**config.mk**
```make
export PLATFORM = sky130hd
export DESIGN_NAME = lpm_ctrl
export DESIGN_NICKNAME = d
export VERILOG_FILES = /design/src/rtl/lpm_pkg.sv /design/src/rtl/lpm_next_state.sv /design/src/rtl/lpm_out_decode.sv /design/src/rtl/lpm_ctrl.sv
export SDC_FILE = /design/constraint.sdc
export NUM_CORES = 1
export LEC_CHECK = 0
export BUFFER_PORTS_ARGS = -buffer_cell sky130_fd_sc_hd__buf_2
export CAP_MARGIN = 15
export CELL_PAD_IN_SITES_DETAIL_PLACEMENT = 0
export CELL_PAD_IN_SITES_GLOBAL_PLACEMENT = 1
export CORE_MARGIN = 10
export CORE_UTILIZATION = 31
export CTS_BUF_LIST = sky130_fd_sc_hd__clkbuf_4 sky130_fd_sc_hd__clkbuf_8
export CTS_CLUSTER_DIAMETER = 80
export CTS_CLUSTER_SIZE = 14
export DETAILED_ROUTE_END_ITERATION = 6
export PLACE_DENSITY = 0.85
export REMOVE_ABC_BUFFERS = 1
export SLEW_MARGIN = 25
export SYNTH_ARGS = -nofsm -noshare
export SYNTH_HDL_FRONTEND = slang
export SYNTH_SLANG_ARGS = --single-unit
```
**constraint.sdc**
```tcl
create_clock -name clk -period 4.08 [get_ports clk]
set_input_delay 0.816 -clock clk [delete_from_list [all_inputs] [get_ports clk]]
set_output_delay 0.816 -clock clk [all_outputs]
set_load 0.01 [all_outputs]
```
**src/rtl/lpm_pkg.sv**
```systemverilog
package lpm_pkg;

    typedef enum logic [2:0] {
        M_RESET  = 3'd0,
        M_HIGH   = 3'd1,
        M_SUBACT = 3'd2,
        M_SUBSLP = 3'd3,
        M_WATCH  = 3'd4,
        M_HWSTBY = 3'd5
    } mode_t;

    typedef struct packed {
        logic stby_sel;
        logic direct_en;
        logic lowspd;
        logic psel;
    } ctl_t;

    localparam int DIV_W   = 3;
    localparam int WDT_LO  = 0;
    localparam int WDT_HI  = 1;

    function automatic logic is_watchdog(input int idx);
        return (idx == WDT_LO) || (idx == WDT_HI);
    endfunction

    function automatic logic is_slow(input mode_t m);
        return (m == M_SUBACT) || (m == M_SUBSLP) || (m == M_WATCH);
    endfunction

endpackage

```
**src/rtl/lpm_next_state.sv**
```systemverilog
module lpm_next_state
    import lpm_pkg::*;
(
    input  mode_t cur,
    input  logic  sleep,
    input  logic  irq,
    input  logic  res_n,
    input  logic  stby_n,
    input  ctl_t  ctl,
    output mode_t nxt,
    output logic  direct_hit
);

    logic to_sub, to_watch, to_subslp, to_direct;

    always_comb begin
        to_sub    = ctl.stby_sel & ctl.direct_en & ctl.lowspd & ctl.psel;
        to_watch  = ctl.stby_sel & ~ctl.direct_en & ctl.psel;
        to_subslp = ~ctl.stby_sel & ctl.lowspd & ctl.psel;
        to_direct = ctl.stby_sel & ctl.direct_en & ~ctl.lowspd & ctl.psel;
    end

    always_comb begin
        nxt        = cur;
        direct_hit = 1'b0;
        if (!stby_n) begin
            nxt = M_HWSTBY;
        end else if (!res_n) begin
            nxt = M_RESET;
        end else begin
            unique case (cur)
                M_RESET:  nxt = M_HIGH;
                M_HIGH:   if (sleep && to_sub) nxt = M_SUBACT;
                M_SUBACT: if (sleep) begin
                    if (to_watch)       nxt = M_WATCH;
                    else if (to_subslp) nxt = M_SUBSLP;
                    else if (to_direct) begin
                        nxt        = M_HIGH;
                        direct_hit = 1'b1;
                    end
                end
                M_WATCH:  if (irq && ctl.lowspd) nxt = M_SUBACT;
                M_SUBSLP: if (irq) nxt = M_SUBACT;
                M_HWSTBY: nxt = M_HWSTBY;
                default:  nxt = M_RESET;
            endcase
        end
    end

endmodule

```
**src/rtl/lpm_out_decode.sv**
```systemverilog
module lpm_out_decode
    import lpm_pkg::*;
#(
    parameter int NPER = 8
) (
    input  mode_t            mode,
    input  logic [DIV_W-1:0] div_req,
    input  logic             div_hold,
    output logic             clk_sub,
    output logic             cpu_run,
    output logic [NPER-1:0]  gate,
    output logic [DIV_W-1:0] div_eff,
    output logic             cfg_err
);

    logic slow, fast;

    always_comb begin
        slow    = is_slow(mode);
        fast    = (mode == M_HIGH);
        clk_sub = slow;
        cpu_run = fast || (mode == M_SUBACT);
        cfg_err = (mode == M_SUBACT) && (div_req != '0);
        div_eff = (fast && !div_hold) ? div_req : '0;
    end

    for (genvar g = 0; g < NPER; g++) begin : g_gate
        if (is_watchdog(g)) begin : g_wdt
            assign gate[g] = fast | slow;
        end else begin : g_other
            assign gate[g] = fast;
        end
    end

endmodule

```
**src/rtl/lpm_ctrl.sv**
```systemverilog
module lpm_ctrl
    import lpm_pkg::*;
#(
    parameter int NPER = 8
) (
    input  logic            clk,
    input  logic            rst,
    input  logic            sleep_i,
    input  logic            irq_i,
    input  logic            res_n_i,
    input  logic            stby_n_i,
    input  logic            stby_sel_i,
    input  logic            direct_en_i,
    input  logic            lowspd_i,
    input  logic            psel_i,
    input  logic [2:0]      div_i,
    output logic [2:0]      mode_o,
    output logic            clk_sub_o,
    output logic            cpu_run_o,
    output logic [NPER-1:0] periph_gate_o,
    output logic [2:0]      div_o,
    output logic            cfg_err_o
);

    mode_t mode_q, mode_d;
    ctl_t  ctl;
    logic  direct_hit;
    logic  hold_q;

    assign ctl = '{stby_sel: stby_sel_i, direct_en: direct_en_i,
                   lowspd: lowspd_i, psel: psel_i};

    lpm_next_state i_next (
        .cur        (mode_q),
        .sleep      (sleep_i),
        .irq        (irq_i),
        .res_n      (res_n_i),
        .stby_n     (stby_n_i),
        .ctl        (ctl),
        .nxt        (mode_d),
        .direct_hit (direct_hit)
    );

    always_ff @(posedge clk) begin
        if (rst) begin
            mode_q <= M_RESET;
            hold_q <= 1'b0;
        end else begin
            mode_q <= mode_d;
            if (direct_hit)
                hold_q <= 1'b1;
            else if (mode_q == M_HIGH && div_i == '0)
                hold_q <= 1'b0;
        end
    end

    lpm_out_decode #(.NPER(NPER)) i_dec (
        .mode     (mode_q),
        .div_req  (div_i),
        .div_hold (hold_q),
        .clk_sub  (clk_sub_o),
        .cpu_run  (cpu_run_o),
        .gate     (periph_gate_o),
        .div_eff  (div_o),
        .cfg_err  (cfg_err_o)
    );

    assign mode_o = mode_q;

endmodule

```
== After elaboration in Yosys (flattened, before gate mapping) ==
Cells that the tools add are included.

* Word-level logic and storage cells: 69
* Input bits: 13
* Bits in registers: 4
* Output and inout port bits: 17

* Bitwise logic cells: 15
* Multiplexer cells: 20
* Reductions and logical operators: 16
* Equality and inequality tests: 15

{| class="wikitable"
|+ Operators by type and width
! kind !! count
|-
| two-way mux 3 bit || 10
|-
| inequality test 4 bit, second input constant || 5
|-
| case mux 3 bit (6 select lines) || 1
|-
| AND reduction 5 bit || 2
|-
| bitwise AND 1 bit || 9
|-
| two-way mux 1 bit || 9
|-
| inequality test 2 bit, second input constant || 4
|-
| equality test 3 x 2 -> 1 bit, second input constant || 2
|-
| equality test 3 bit, second input constant || 2
|-
| zero test 3 bit || 2
|-
| inequality test 6 bit, second input constant || 1
|-
| logical AND 1 bit || 5
|-
| inverter 1 bit || 5
|-
| equality test 3 x 1 -> 1 bit, second input constant || 1
|-
| logical OR 1 bit || 3
|-
| nonzero test 3 bit || 1
|-
| OR reduction 3 bit || 1
|-
| nonzero test 2 bit || 1
|-
| zero test 1 bit || 1
|-
| OR 1 bit || 1
|}

== Longest topological paths before layout ==
* Depth in word-level cells: 11
* Gate-level depth with buffers: 6
* Mapped depth without buffers: 5

== Modules after synthesis ==
A second synthesis with hierarchy kept.

* Cells, all modules: 56
* Area total of the unflattened synthesis: 455.4 um2

{| class="wikitable"
|+ Modules (own cells, without submodules)
! module !! sequential area each (um2) !! cells an instance !! instances !! area an instance (um2)
|-
| lpm_next_state || 0.0 || 26 || 1 || 181.4
|-
| lpm_out_decode || 0.0 || 19 || 1 || 143.9
|-
| lpm_ctrl || 80.1 || 11 || 1 || 130.1
|}

== Least setup slack after synthesis ==
Ideal clock, no wire load.

* Path kind: input-to-output
* From: in div_i[0]
* To: out cfg_err_o
* Path buffers: 0
* Arrival: 1.128 ns
* Data required time: 3.264 ns
* Setup slack: 2.136 ns
* Stages on the path: 1
* Path through: o31a_1

* Cells in the longest elaborated chain, start to end: 2

{| class="wikitable"
|+ Ends and longest elaborated chain
! what !! RTL line !! source
|-
| start: declaration || lpm_ctrl.sv:16 || <nowiki>input logic [2:0] div_i,</nowiki>
|-
| nonzero test 3 bit || lpm_out_decode.sv:23 || <nowiki>cfg_err = (mode == M_SUBACT) && (div_req != '0);</nowiki>
|-
| logical AND 1 bit || lpm_out_decode.sv:23 ||
|-
| end: declaration || lpm_ctrl.sv:22 || <nowiki>output logic cfg_err_o</nowiki>
|}

No other way between the ends.

== Worst setup path in the final report ==
* From: reg mode_q[0], in the netlist mode_o[0]
* To: out div_o[2]

* Cells in the longest elaborated chain, start to end: 3

{| class="wikitable"
|+ Ends and longest elaborated chain
! what !! RTL line !! source
|-
| start: declaration || lpm_ctrl.sv:25 || <nowiki>mode_t mode_q, mode_d;</nowiki>
|-
| start signal: assignment || lpm_ctrl.sv:49 || <nowiki>mode_q <= mode_d;</nowiki>
|-
| equality test 3 x 1 -> 1 bit || lpm_out_decode.sv:20 || <nowiki>fast = (mode == M_HIGH);</nowiki>
|-
| logical AND 1 bit || lpm_out_decode.sv:24 || <nowiki>div_eff = (fast && !div_hold) ? div_req : '0;</nowiki>
|-
| two-way mux 3 bit || lpm_out_decode.sv:24 ||
|-
| end: declaration || lpm_ctrl.sv:21 || <nowiki>output logic [2:0] div_o,</nowiki>
|}

No other way between the ends.

==> impl_metrics.py <==
metrics = {
    "outcome": {
        "status": "finished clean",
    },
    "clock_network": {
        "cts_resized": 0,
        "path_clk_slew_ns": 0.04,
        "cts_made_buffers": 3,
        "insertion_delay_ns": 0.23,
        "cts_tree": "done",
        "clk_path_buf_depth": 2,
        "htreeDepth": 1,
        "postCtsHoldBufs": 0,
        "post_cts_buffers": 0,
        "clock_sinks": 4,
        "ctsRootBufferMaster": "clkbuf_4",
    },
    "worst_setup_path": {
        "cp.arrival_ns": 1.55,
        "worstRegToRegCells": 5,
        "reg2reg_slack_ns": 2.35,
        "criticalPathCategory": "reg -> out",
        "max_stage_delay_ns": 0.56,
        "cp-startpoint": "mode_o[0]",
        "crit_chain": "nor2b_1, nand2b_1, nor2_1, and2_1, buf_2",
        "worst_path_max_delay_cell": "dfxtp_1",
        "cp.required_ns": 3.26,
        "r2r_start": "mode_o[2]",
        "critical_path.max_fanout": 14,
        "cpLargestDelayFamily": "simple AND/OR/NAND/NOR gates",
        "crit_buf_inv": 1,
        "cp-start-kind": "flip-flop",
        "crit_path_end_kind": "output pin",
        "r2r_end": "mode_o[2]",
    },
    "logic_synthesis": {
        "synth_mux_area_share_pct": 0,
        "synth_area_sq_um": 504,
        "synth_adder_area_share_pct": 0,
        "netlist_instances": 68,
        "post_synth.cell_area_avg_sq_um": 7.42,
        "synth_xor_area_share_pct": 1.74,
        "synth_cell_types": 33,
        "synth_top_family_by_area": "simple AND/OR/NAND/NOR gates",
        "ys_seq_elements": 4,
        "synth_simple_gate_area_share_pct": 40.9,
        "synth_compound_area_share_pct": 27.0,
        "ys.warnings.count": 0,
        "synth-seq-area-share_pct": 15.9,
    },
    "cells_and_area": {
        "most-common-layout-cells": "buf_2 (29), nor2_1 (7), nand2_1 (4), nor3_1 (4), dfxtp_1 (4)",
        "syn_to_final_growth_pct": 24.3,
        "fin_nets": 106,
        "diodes": 0,
        "drive_gt1_share_pct": 42.9,
        "final_common_cell": "buf_2",
    },
    "grt": {
        "grt_pass1_wl_um": 2280,
        "grt-ovfl-total": 0,
        "grt_max_degree": 15,
        "antenna_found_initial": 0,
        "grt_util_all_layers_pct": 7.82,
        "grt_pass1_vias": 537,
    },
    "drt": {
        "ant_nets": 0,
        "drtIter0Drc": 11,
        "vias_per_cell": 5.22,
        "routed_wl_um": 1410,
        "wire_per_inst_um": 13.2,
        "firstDrtPassIters": 4,
        "vias": 559,
        "drc": 0,
    },
    "floorplanning": {
        "core_sq_mm": 0.00152,
        "die_h_um": 60.3,
        "die_w_um": 60.3,
        "io_pins": 30,
        "rows": 14,
        "die-area_sq_mm": 0.00364,
        "initial_utilization_pct": 33.1,
    },
    "timing": {
        "fin_setup_tns_ns": 0,
        "fin_ws_ns": 1.71,
        "hold_viol": 0,
        "setup_viol": 0,
        "tightest_slew_ns": 0.410,
        "slew_headroom_pct": 72.6,
        "fin_crit_ns": 2.37,
        "rsz0062_at_grt": "no",
        "finalMaxSlewViolations": 0,
        "fin_crit_sh_pct": 58.1,
        "max_freq_mhz": 422,
        "fin_skew_ns": 0.000546,
    },
    "pwr": {
        "ir_worst_vdd_uv": 49.2,
        "p_per_area_mw_per_mm2": 247,
        "leakagePower_nw": 0.318,
    },
    "worst_hold_path": {
        "hp-class": "reg -> reg",
        "min-delay-start": "hold_q",
        "worstHoldPathCells": 2,
        "hold_end": "hold_q",
    },
    "flow_run": {
        "maxCapViolations": 0,
    },
    "place": {
        "routabilityCongestion": 0.705,
        "hpwlAfterDp_um": 1200,
        "io_buffers": 29,
        "pre_cts_ws_ns": 1.93,
    },
}
worst max path at each step:
stage / endpoint / slack [ns] / depth (start not counted)
finish: div_o[2] / 1.71 / 5
global route: div_o[0] / 1.54 / 5
CTS: div_o[2] / 1.69 / 5
detailed placement: cfg_err_o / 1.93 / 3
global placement: cfg_err_o / 1.93 / 3
floorplan: periph_gate_o[2] / 2.05 / 3
final cells by class:
type | instances | area, sq um
Sequential cell | 4 | 80.1
Multi-Input combinational cell | 53 | 352
Clock buffer | 3 | 22.5
Timing Repair Buffer | 29 | 145
Fill cell | 167 | 897
Tap cell | 16 | 20.0
Inverter | 2 | 7.51
registers in the layout, summed over array words and instances (netlist names):
register and cells:
mode_o 3, hold_q 1
report_power, final:
group / leakage, nW / switching, mW / internal [mW]
Combinational: 0.271 / 0.0329 / 0.0275
Clock: 0.0138 / 0.0143 / 0.0328
Sequential: 0.0329 / 0.00580 / 0.0413
Total: 0.318 / 0.0530 / 0.102
worst reg2reg max path, stage by stage, from the launching register on:
cell and delay (ns):
dfxtp_1 0.51, nand2b_4 0.24, or3b_1 0.13, o221ai_2 0.12, or4b_1 0.56, o221ai_1 0.09
stage by stage:
stage | utilization (%) | instance area (sq um) | power (mW) | hold WS [ns] | cells
2_1_floorplan | - | 439 | 0.0795 | 0.432 | 59
3_3_place_gp | 39.7 | 604 | 0.109 | 0.463 | 104
3_5_place_dp | 39.7 | 604 | 0.109 | 0.462 | 104
4_1_cts | 41.1 | 627 | 0.158 | 0.468 | 107
5_1_grt | 41.1 | 627 | 0.171 | 0.530 | 107
6_report | 41.1 | 627 | 0.155 | 0.470 | 107
metal layers:
layer	track usage [%]	part of all wire [%]	up-vias	routed length, um
li1	-	-	290	-
met1	9.05	41	241	582
met2	12.1	44	28	626
met3	3.97	14	0	202
met4	2.88	0	0	0
met5	0	0	-	0
cells by family (layout without fill, tap and decap cells):
group                  Yosys count  count (layout)
AND/OR/NAND/NOR                 35              35
XOR/XNOR                         1               1
buffers and inverters           11              34
flip-flops                       4               4
AO/OA/AOI/OAI                   17              17
cell usage after synthesis:
master / instances / share of area (%)
nand4_1: 1 / 1.2
a211oi_1: 1 / 1.5
o21ai_0: 3 / 3.0
nand2_1: 4 / 3.0
o41ai_1: 1 / 1.7
or4b_1: 1 / 2.0
inv_1: 2 / 1.5
o31a_1: 2 / 3.5
o221ai_1: 1 / 1.7
buf_2: 1 / 0.99
o221ai_2: 1 / 3.0
a21oi_1: 3 / 3.0
a21o_2: 1 / 1.7
nor4_1: 1 / 1.2
nor2b_1: 3 / 3.7
nand2b_4: 1 / 2.7
nor2_1: 7 / 5.2
and4b_1: 1 / 2.0
nand3_1: 1 / 0.99
o31ai_1: 1 / 1.5
nand2b_1: 2 / 2.5
buf_4: 8 / 12
or3b_1: 1 / 1.7
nand3b_1: 1 / 1.5
o211a_1: 1 / 2.0
and3b_1: 1 / 1.7
nor3_1: 4 / 4.0
dfxtp_1: 4 / 16
a311oi_2: 1 / 3.0
and2_1: 3 / 3.7
a21o_1: 1 / 1.5
or2_2: 3 / 3.7
xnor2_1: 1 / 1.7
Note: power is estimated with default switching activity, not from simulation.
